===== src/rtl/lockstep_pkg.sv =====
package lockstep_pkg;

   // How the data words are treated when the valid qualifiers agree on idle
   typedef enum logic [0:0] {
      CMP_VALID_ONLY = 1'b0,   // data compared only when both sides are valid
      CMP_ALWAYS     = 1'b1    // data compared in every armed cycle
   } cmp_mode_e;

   localparam int unsigned MAX_LAG = 8;

endpackage


===== src/rtl/lockstep_delay.sv =====
// Fixed-depth shift line that holds the master bundle until the checker
// catches up.
module lockstep_delay #(
   parameter int unsigned WIDTH = 33,
   parameter int unsigned DEPTH = 2
) (
   input  logic             clk_i,
   input  logic             rst_ni,
   input  logic [WIDTH-1:0] d_i,
   output logic [WIDTH-1:0] q_o
);

   generate
      if (DEPTH < 1) begin : g_bad_depth
         $error("lockstep_delay: DEPTH must be at least 1");
      end
      if (WIDTH < 2) begin : g_bad_width
         $error("lockstep_delay: WIDTH must be at least 2");
      end
   endgenerate

   logic [WIDTH-1:0] stage_q [DEPTH];

   generate
      for (genvar s = 0; s < DEPTH; s++) begin : g_stage
         if (s == 0) begin : g_head
            always_ff @(posedge clk_i or negedge rst_ni) begin
               if (!rst_ni) stage_q[s] <= '0;
               else         stage_q[s] <= d_i;
            end
         end else begin : g_tail
            always_ff @(posedge clk_i or negedge rst_ni) begin
               if (!rst_ni) stage_q[s] <= '0;
               else         stage_q[s] <= stage_q[s-1];
            end
         end
      end
   endgenerate

   assign q_o = stage_q[DEPTH-1];

endmodule


===== src/rtl/lockstep_arm.sv =====
// Counts cycles after reset release and arms the comparator once the
// delay line holds real master data.
module lockstep_arm #(
   parameter int unsigned LAG = 2
) (
   input  logic clk_i,
   input  logic rst_ni,
   output logic armed_o
);

   localparam int unsigned CW = (LAG < 1) ? 1 : $clog2(LAG + 1);
   localparam logic [CW-1:0] LIMIT = CW'(LAG);

   generate
      if (LAG < 1 || LAG > lockstep_pkg::MAX_LAG) begin : g_bad_lag
         $error("lockstep_arm: LAG out of range");
      end
   endgenerate

   logic [CW-1:0] cnt_q;

   always_ff @(posedge clk_i or negedge rst_ni) begin
      if (!rst_ni)             cnt_q <= '0;
      else if (cnt_q != LIMIT) cnt_q <= cnt_q + 1'b1;
   end

   assign armed_o = (cnt_q == LIMIT);

   p_armed_stays_r7: assert property (@(posedge clk_i) disable iff (!rst_ni)
      armed_o |=> armed_o);

endmodule


===== src/rtl/lockstep_diff.sv =====
// Lane-split comparator with registered alarm pulse and sticky flag.
module lockstep_diff #(
   parameter int unsigned            DATA_W = 32,
   parameter int unsigned            LANE_W = 8,
   parameter lockstep_pkg::cmp_mode_e MODE  = lockstep_pkg::CMP_VALID_ONLY
) (
   input  logic              clk_i,
   input  logic              rst_ni,
   input  logic              armed_i,
   input  logic              enable_i,
   input  logic              ref_valid_i,
   input  logic [DATA_W-1:0] ref_data_i,
   input  logic              chk_valid_i,
   input  logic [DATA_W-1:0] chk_data_i,
   input  logic              clear_i,
   output logic              alarm_o,
   output logic              sticky_o
);

   localparam int unsigned NUM_LANES = (DATA_W + LANE_W - 1) / LANE_W;
   localparam int unsigned PAD_W     = NUM_LANES * LANE_W;

   generate
      if (LANE_W < 1 || LANE_W > DATA_W) begin : g_bad_lane
         $error("lockstep_diff: LANE_W must lie in 1..DATA_W");
      end
   endgenerate

   logic [PAD_W-1:0]     ref_pad, chk_pad;
   logic [NUM_LANES-1:0] lane_ne;
   logic                 data_ne, valid_ne, data_bad, hit;
   logic                 alarm_q, sticky_q;

   assign ref_pad = PAD_W'(ref_data_i);
   assign chk_pad = PAD_W'(chk_data_i);

   generate
      for (genvar g = 0; g < NUM_LANES; g++) begin : g_lane
         assign lane_ne[g] = |(ref_pad[g*LANE_W +: LANE_W] ^ chk_pad[g*LANE_W +: LANE_W]);
      end
   endgenerate

   assign data_ne  = |lane_ne;
   assign valid_ne = ref_valid_i ^ chk_valid_i;

   generate
      if (MODE == lockstep_pkg::CMP_ALWAYS) begin : g_always
         assign data_bad = data_ne;
      end else begin : g_valid_only
         assign data_bad = data_ne & ref_valid_i & chk_valid_i;
      end
   endgenerate

   assign hit = armed_i & enable_i & (valid_ne | data_bad);

   always_ff @(posedge clk_i or negedge rst_ni) begin
      if (!rst_ni) begin
         alarm_q  <= 1'b0;
         sticky_q <= 1'b0;
      end else begin
         alarm_q  <= hit;
         sticky_q <= (sticky_q & ~clear_i) | hit;
      end
   end

   assign alarm_o  = alarm_q;
   assign sticky_o = sticky_q;

   p_sticky_with_alarm_r9: assert property (@(posedge clk_i) disable iff (!rst_ni)
      alarm_o |-> sticky_o);

   p_sticky_holds_r9: assert property (@(posedge clk_i) disable iff (!rst_ni)
      (sticky_o && !clear_i) |=> sticky_o);

   p_quiet_when_off_r6: assert property (@(posedge clk_i) disable iff (!rst_ni)
      (!enable_i || !armed_i) |=> !alarm_o);

   p_valid_split_r4: assert property (@(posedge clk_i) disable iff (!rst_ni)
      (armed_i && enable_i && (ref_valid_i != chk_valid_i)) |=> alarm_o);

endmodule


===== src/rtl/lockstep_cmp.sv =====
// Top: delays the master bundle by LAG cycles and compares it with the
// checker bundle.
module lockstep_cmp #(
   parameter int unsigned            DATA_W = 32,
   parameter int unsigned            LAG    = 2,
   parameter int unsigned            LANE_W = 8,
   parameter lockstep_pkg::cmp_mode_e MODE  = lockstep_pkg::CMP_VALID_ONLY
) (
   input  logic              clk_i,
   input  logic              rst_ni,
   input  logic              enable_i,
   input  logic              mst_valid_i,
   input  logic [DATA_W-1:0] mst_data_i,
   input  logic              chk_valid_i,
   input  logic [DATA_W-1:0] chk_data_i,
   input  logic              err_clear_i,
   output logic              alarm_o,
   output logic              err_sticky_o
);

   localparam int unsigned BUNDLE_W = DATA_W + 1;

   generate
      if (DATA_W < 1) begin : g_bad_data
         $error("lockstep_cmp: DATA_W must be at least 1");
      end
   endgenerate

   logic [BUNDLE_W-1:0] mst_bundle, ref_bundle;
   logic                armed;

   assign mst_bundle = {mst_valid_i, mst_data_i};

   lockstep_delay #(.WIDTH(BUNDLE_W), .DEPTH(LAG)) u_delay (
      .clk_i (clk_i),
      .rst_ni(rst_ni),
      .d_i   (mst_bundle),
      .q_o   (ref_bundle)
   );

   lockstep_arm #(.LAG(LAG)) u_arm (
      .clk_i  (clk_i),
      .rst_ni (rst_ni),
      .armed_o(armed)
   );

   lockstep_diff #(.DATA_W(DATA_W), .LANE_W(LANE_W), .MODE(MODE)) u_diff (
      .clk_i      (clk_i),
      .rst_ni     (rst_ni),
      .armed_i    (armed),
      .enable_i   (enable_i),
      .ref_valid_i(ref_bundle[DATA_W]),
      .ref_data_i (ref_bundle[DATA_W-1:0]),
      .chk_valid_i(chk_valid_i),
      .chk_data_i (chk_data_i),
      .clear_i    (err_clear_i),
      .alarm_o    (alarm_o),
      .sticky_o   (err_sticky_o)
   );

   p_no_alarm_unarmed_r7: assert property (@(posedge clk_i) disable iff (!rst_ni)
      alarm_o |-> $past(armed));

   p_sticky_rise_r9: assert property (@(posedge clk_i) disable iff (!rst_ni)
      $rose(err_sticky_o) |-> alarm_o);

endmodule


===== config.mk =====
export PLATFORM = sky130hd
export DESIGN_NAME = lockstep_cmp
export DESIGN_NICKNAME = d
export VERILOG_FILES = /design/src/rtl/lockstep_pkg.sv /design/src/rtl/lockstep_delay.sv /design/src/rtl/lockstep_arm.sv /design/src/rtl/lockstep_diff.sv /design/src/rtl/lockstep_cmp.sv
export SDC_FILE = /design/constraint.sdc
export NUM_CORES = 1
export LEC_CHECK = 0
export CORE_UTILIZATION = 40
export CTS_CLUSTER_DIAMETER = 80
export DETAILED_ROUTE_END_ITERATION = 8
export PLACE_DENSITY = 0.77
export REMOVE_ABC_BUFFERS = 1
export SLEW_MARGIN = 20
export SYNTH_ARGS = -nofsm -noshare
export SYNTH_HDL_FRONTEND = slang
export SYNTH_SLANG_ARGS = --single-unit
export TNS_END_PERCENT = 1

===== constraint.sdc =====
create_clock -name clk_i -period 3.5 [get_ports clk_i]
set_input_delay 0.525 -clock clk_i [delete_from_list [all_inputs] [get_ports clk_i]]
set_output_delay 0.525 -clock clk_i [all_outputs]
set_load 0.005 [all_outputs]

==> results.md <==
- CTS sink cnt: 70
- Die width: 75.9 um
- Total setup buffers inserted after CTS: 0
- H-tree Lvls: 3
- Fin Setup TNS: 0 ns
- Primary FF master, synth: dfrtp_1
- CP Buf/Inv Count: 1
- Initial core utilization: 0.422
- Synthesized area: 2180 um^2
- Core area: 5170 um^2
- Cell taking the most area after synthesis: dfrtp_1
- Layout cells sized above 1: 0.0810
- CTS max path bufs: 2
- Clock latency at the later pin of the worst-skew pair: 0.33 ns
- Cell Chain, Critical Path: clkdlybuf4s50_1 -> xor2_1 -> nor4_1 -> nand4_1 -> nor3_2 -> a21oi_1
- Die height: 75.9 um
- Fmax: 565 MHz
- Tightest Hold Check Type: register to register
- Antenna violations before repair: 0
- Area Overhead vs Synth: 44.7%
- Status: complete, no violations
- Crit Path Category: input pin to register
- GRT Overall Usage: 0.130
- Worst setup SP type: input pin
- CTS Hold Bufs: 0
- DRC: 0
- Post-Route Skew: 0.00422 ns
- CP top delay family: simple AND/OR/NAND/NOR gates
- Cts repair resizes: 0
- Net count, final: 278
- Clock transition at path regs: 0.06 ns
- Fin. Hold Viols: 0
- Yosys warnings: 0
- Setup-violating endpoint count in the final report: 0
- Vias: 1187
- Vias per inst: 4.24
- CTS Buf Count: 9
- Final Power: 1.56 mW
- Top Metal Used: met4
- Final ANT Viol Nets: 0
- R2R setup slack: 1.98 ns
- PD cells: 494 nW/um^2
- Clock root buffer: clkbuf_8
- Final Slew Violations: 0
- Peak VDD IR: 222 uV
- Largest net degree at the start of global routing: 71
- Vias in the first global route: 1177
- Final HPWL DP: 2480 um
- Critical Path AT: 1.96 ns
- First-pass GRT wire length: 5030 um
- Worst-Margin Slew: 0.816 ns
- Slew headroom: 0.456
- Count of unique library cells instantiated by Yosys: 16
- Max cap viols: 0
- Post-synth top area share: 0.803
- Routability Congestion: 0.772
- RSZ-0062 raised after global routing: false
- First-pass DRT Iterations: 3
- Top post-synthesis cells by area: dfrtp_1 (80%), xnor2_1 (6.8%), xor2_1 (6.4%)
- Io pins: 72
- CP max stage cell: clkdlybuf4s50_1
- Filler instances: 411
- Period utilisation layout: 0.506
- Global route overflow: 0
- WL final: 3350 um
- Average size of a mapped cell: 17.6 um^2
- Commonest non-fill, non-tap cells in the layout: clkdlybuf4s50_1 (70), dfrtp_1 (70), xnor2_1 (17), xor2_1 (16), clkbuf_8 (12)
- Post-synthesis sequential area ratio: 0.803
- DR iter-0 viols: 24
- Met2 wire len: 1620 um
- Async set-reset flop share out of synthesis: 1.00
- Port-buffer cells: 71
- LEAKAGE: 1.35 nW
- Wl on met1: 1380 um
- Die Area: 5750 um^2
- Reg area: 1750 um^2
- EDFF count, synth: 0
- Mapped Cells: 124
- CTS tree: done
- Crit end category: register
- CP required: 3.69 ns
- Fin crit period: 1.77 ns
- Slowest cell delay on critical path: 0.41 ns
- Area of the multi-input gates: 419 um^2
- DR WL met3: 290 um
- Num rows: 26
- WL/cell: 12.0 um
- CP Max Fanout: 2
- Diode count: 0
- #FFs+latches synth: 70
per-layer routing:
metal / up-vias / track usage
li1: 565 / -
met1: 569 / 0.144
met2: 46 / 0.202
met3: 7 / 0.0503
met4: 0 / 0.0988
met5: - / 0
worst paths after layout:
kind	startpoint	to	cells after the start
setup / recovery	chk_data_i[23]	u_diff.alarm_o	6
hold / removal	u_delay.stage_q[37]	u_delay.q_o[4]	0
setup reg to reg	u_delay.q_o[23]	u_diff.alarm_o	5
hold reg to reg	u_delay.stage_q[37]	u_delay.q_o[4]	0
max in group asynchronous	rst_ni	u_delay.stage_q[61]	2
min in group asynchronous	rst_ni	u_delay.stage_q[57]	2
metrics by stage:
step,instance area [um^2],setup WS (ns),hold slack (ns),utilization,instances
CTS,3160,1.70,0.349,0.610,280
detailed placement,2980,1.35,0.335,0.577,266
global placement,2980,1.40,0.331,0.577,266
finish,3160,1.73,0.347,0.610,280
floorplan,2180,2.05,0.229,-,124
global route,3160,1.64,0.352,0.610,280
final cells by class:
cell class / instances / area share
multi-input combinational: 51 / 0.133
clock inverter: 1 / 0.00159
inverter: 3 / 0.00357
sequential: 70 / 0.555
clock buffer: 13 / 0.0535
timing repair buffer: 72 / 0.226
tap: 70 / 0.0277
sequential cells by signal, indices dropped and copies added (netlist names):
| name | flops |
|---|---|
| u_diff.sticky_o | 1 |
| u_diff.alarm_o | 1 |
| u_delay.q_o | 33 |
| u_delay.stage_q | 33 |
| u_arm.cnt_q | 2 |
power breakdown:
group	internal (mW)	leakage [nW]	switching, mW
combinational	0.0927	0.440	0.0430
sequential	0.849	0.814	0.0133
clock	0.306	0.0914	0.253
total	1.25	1.35	0.310
synthesized netlist by cell type (2+ instances only):
master,instances
nand3_1,2
xor2_1,16
nand4_1,3
inv_1,3
dfrtp_1,70
nor4_1,4
xnor2_1,17
cell families (layout without fill, tap and decap cells):
| logic type | Yosys count | count (layout) | share of synthesized area |
|---|---|---|---|
| fa+ha+maj | 1 | 1 | 0.00573 |
| xor+xnor | 33 | 33 | 0.132 |
| flops | 70 | 70 | 0.803 |
| simple gates | 12 | 12 | 0.0373 |
| mux | 1 | 1 | 0.00459 |
| compound gates | 4 | 4 | 0.0120 |
| buf+inv | 3 | 89 | 0.00516 |
Power figures use the tool's default switching activity.
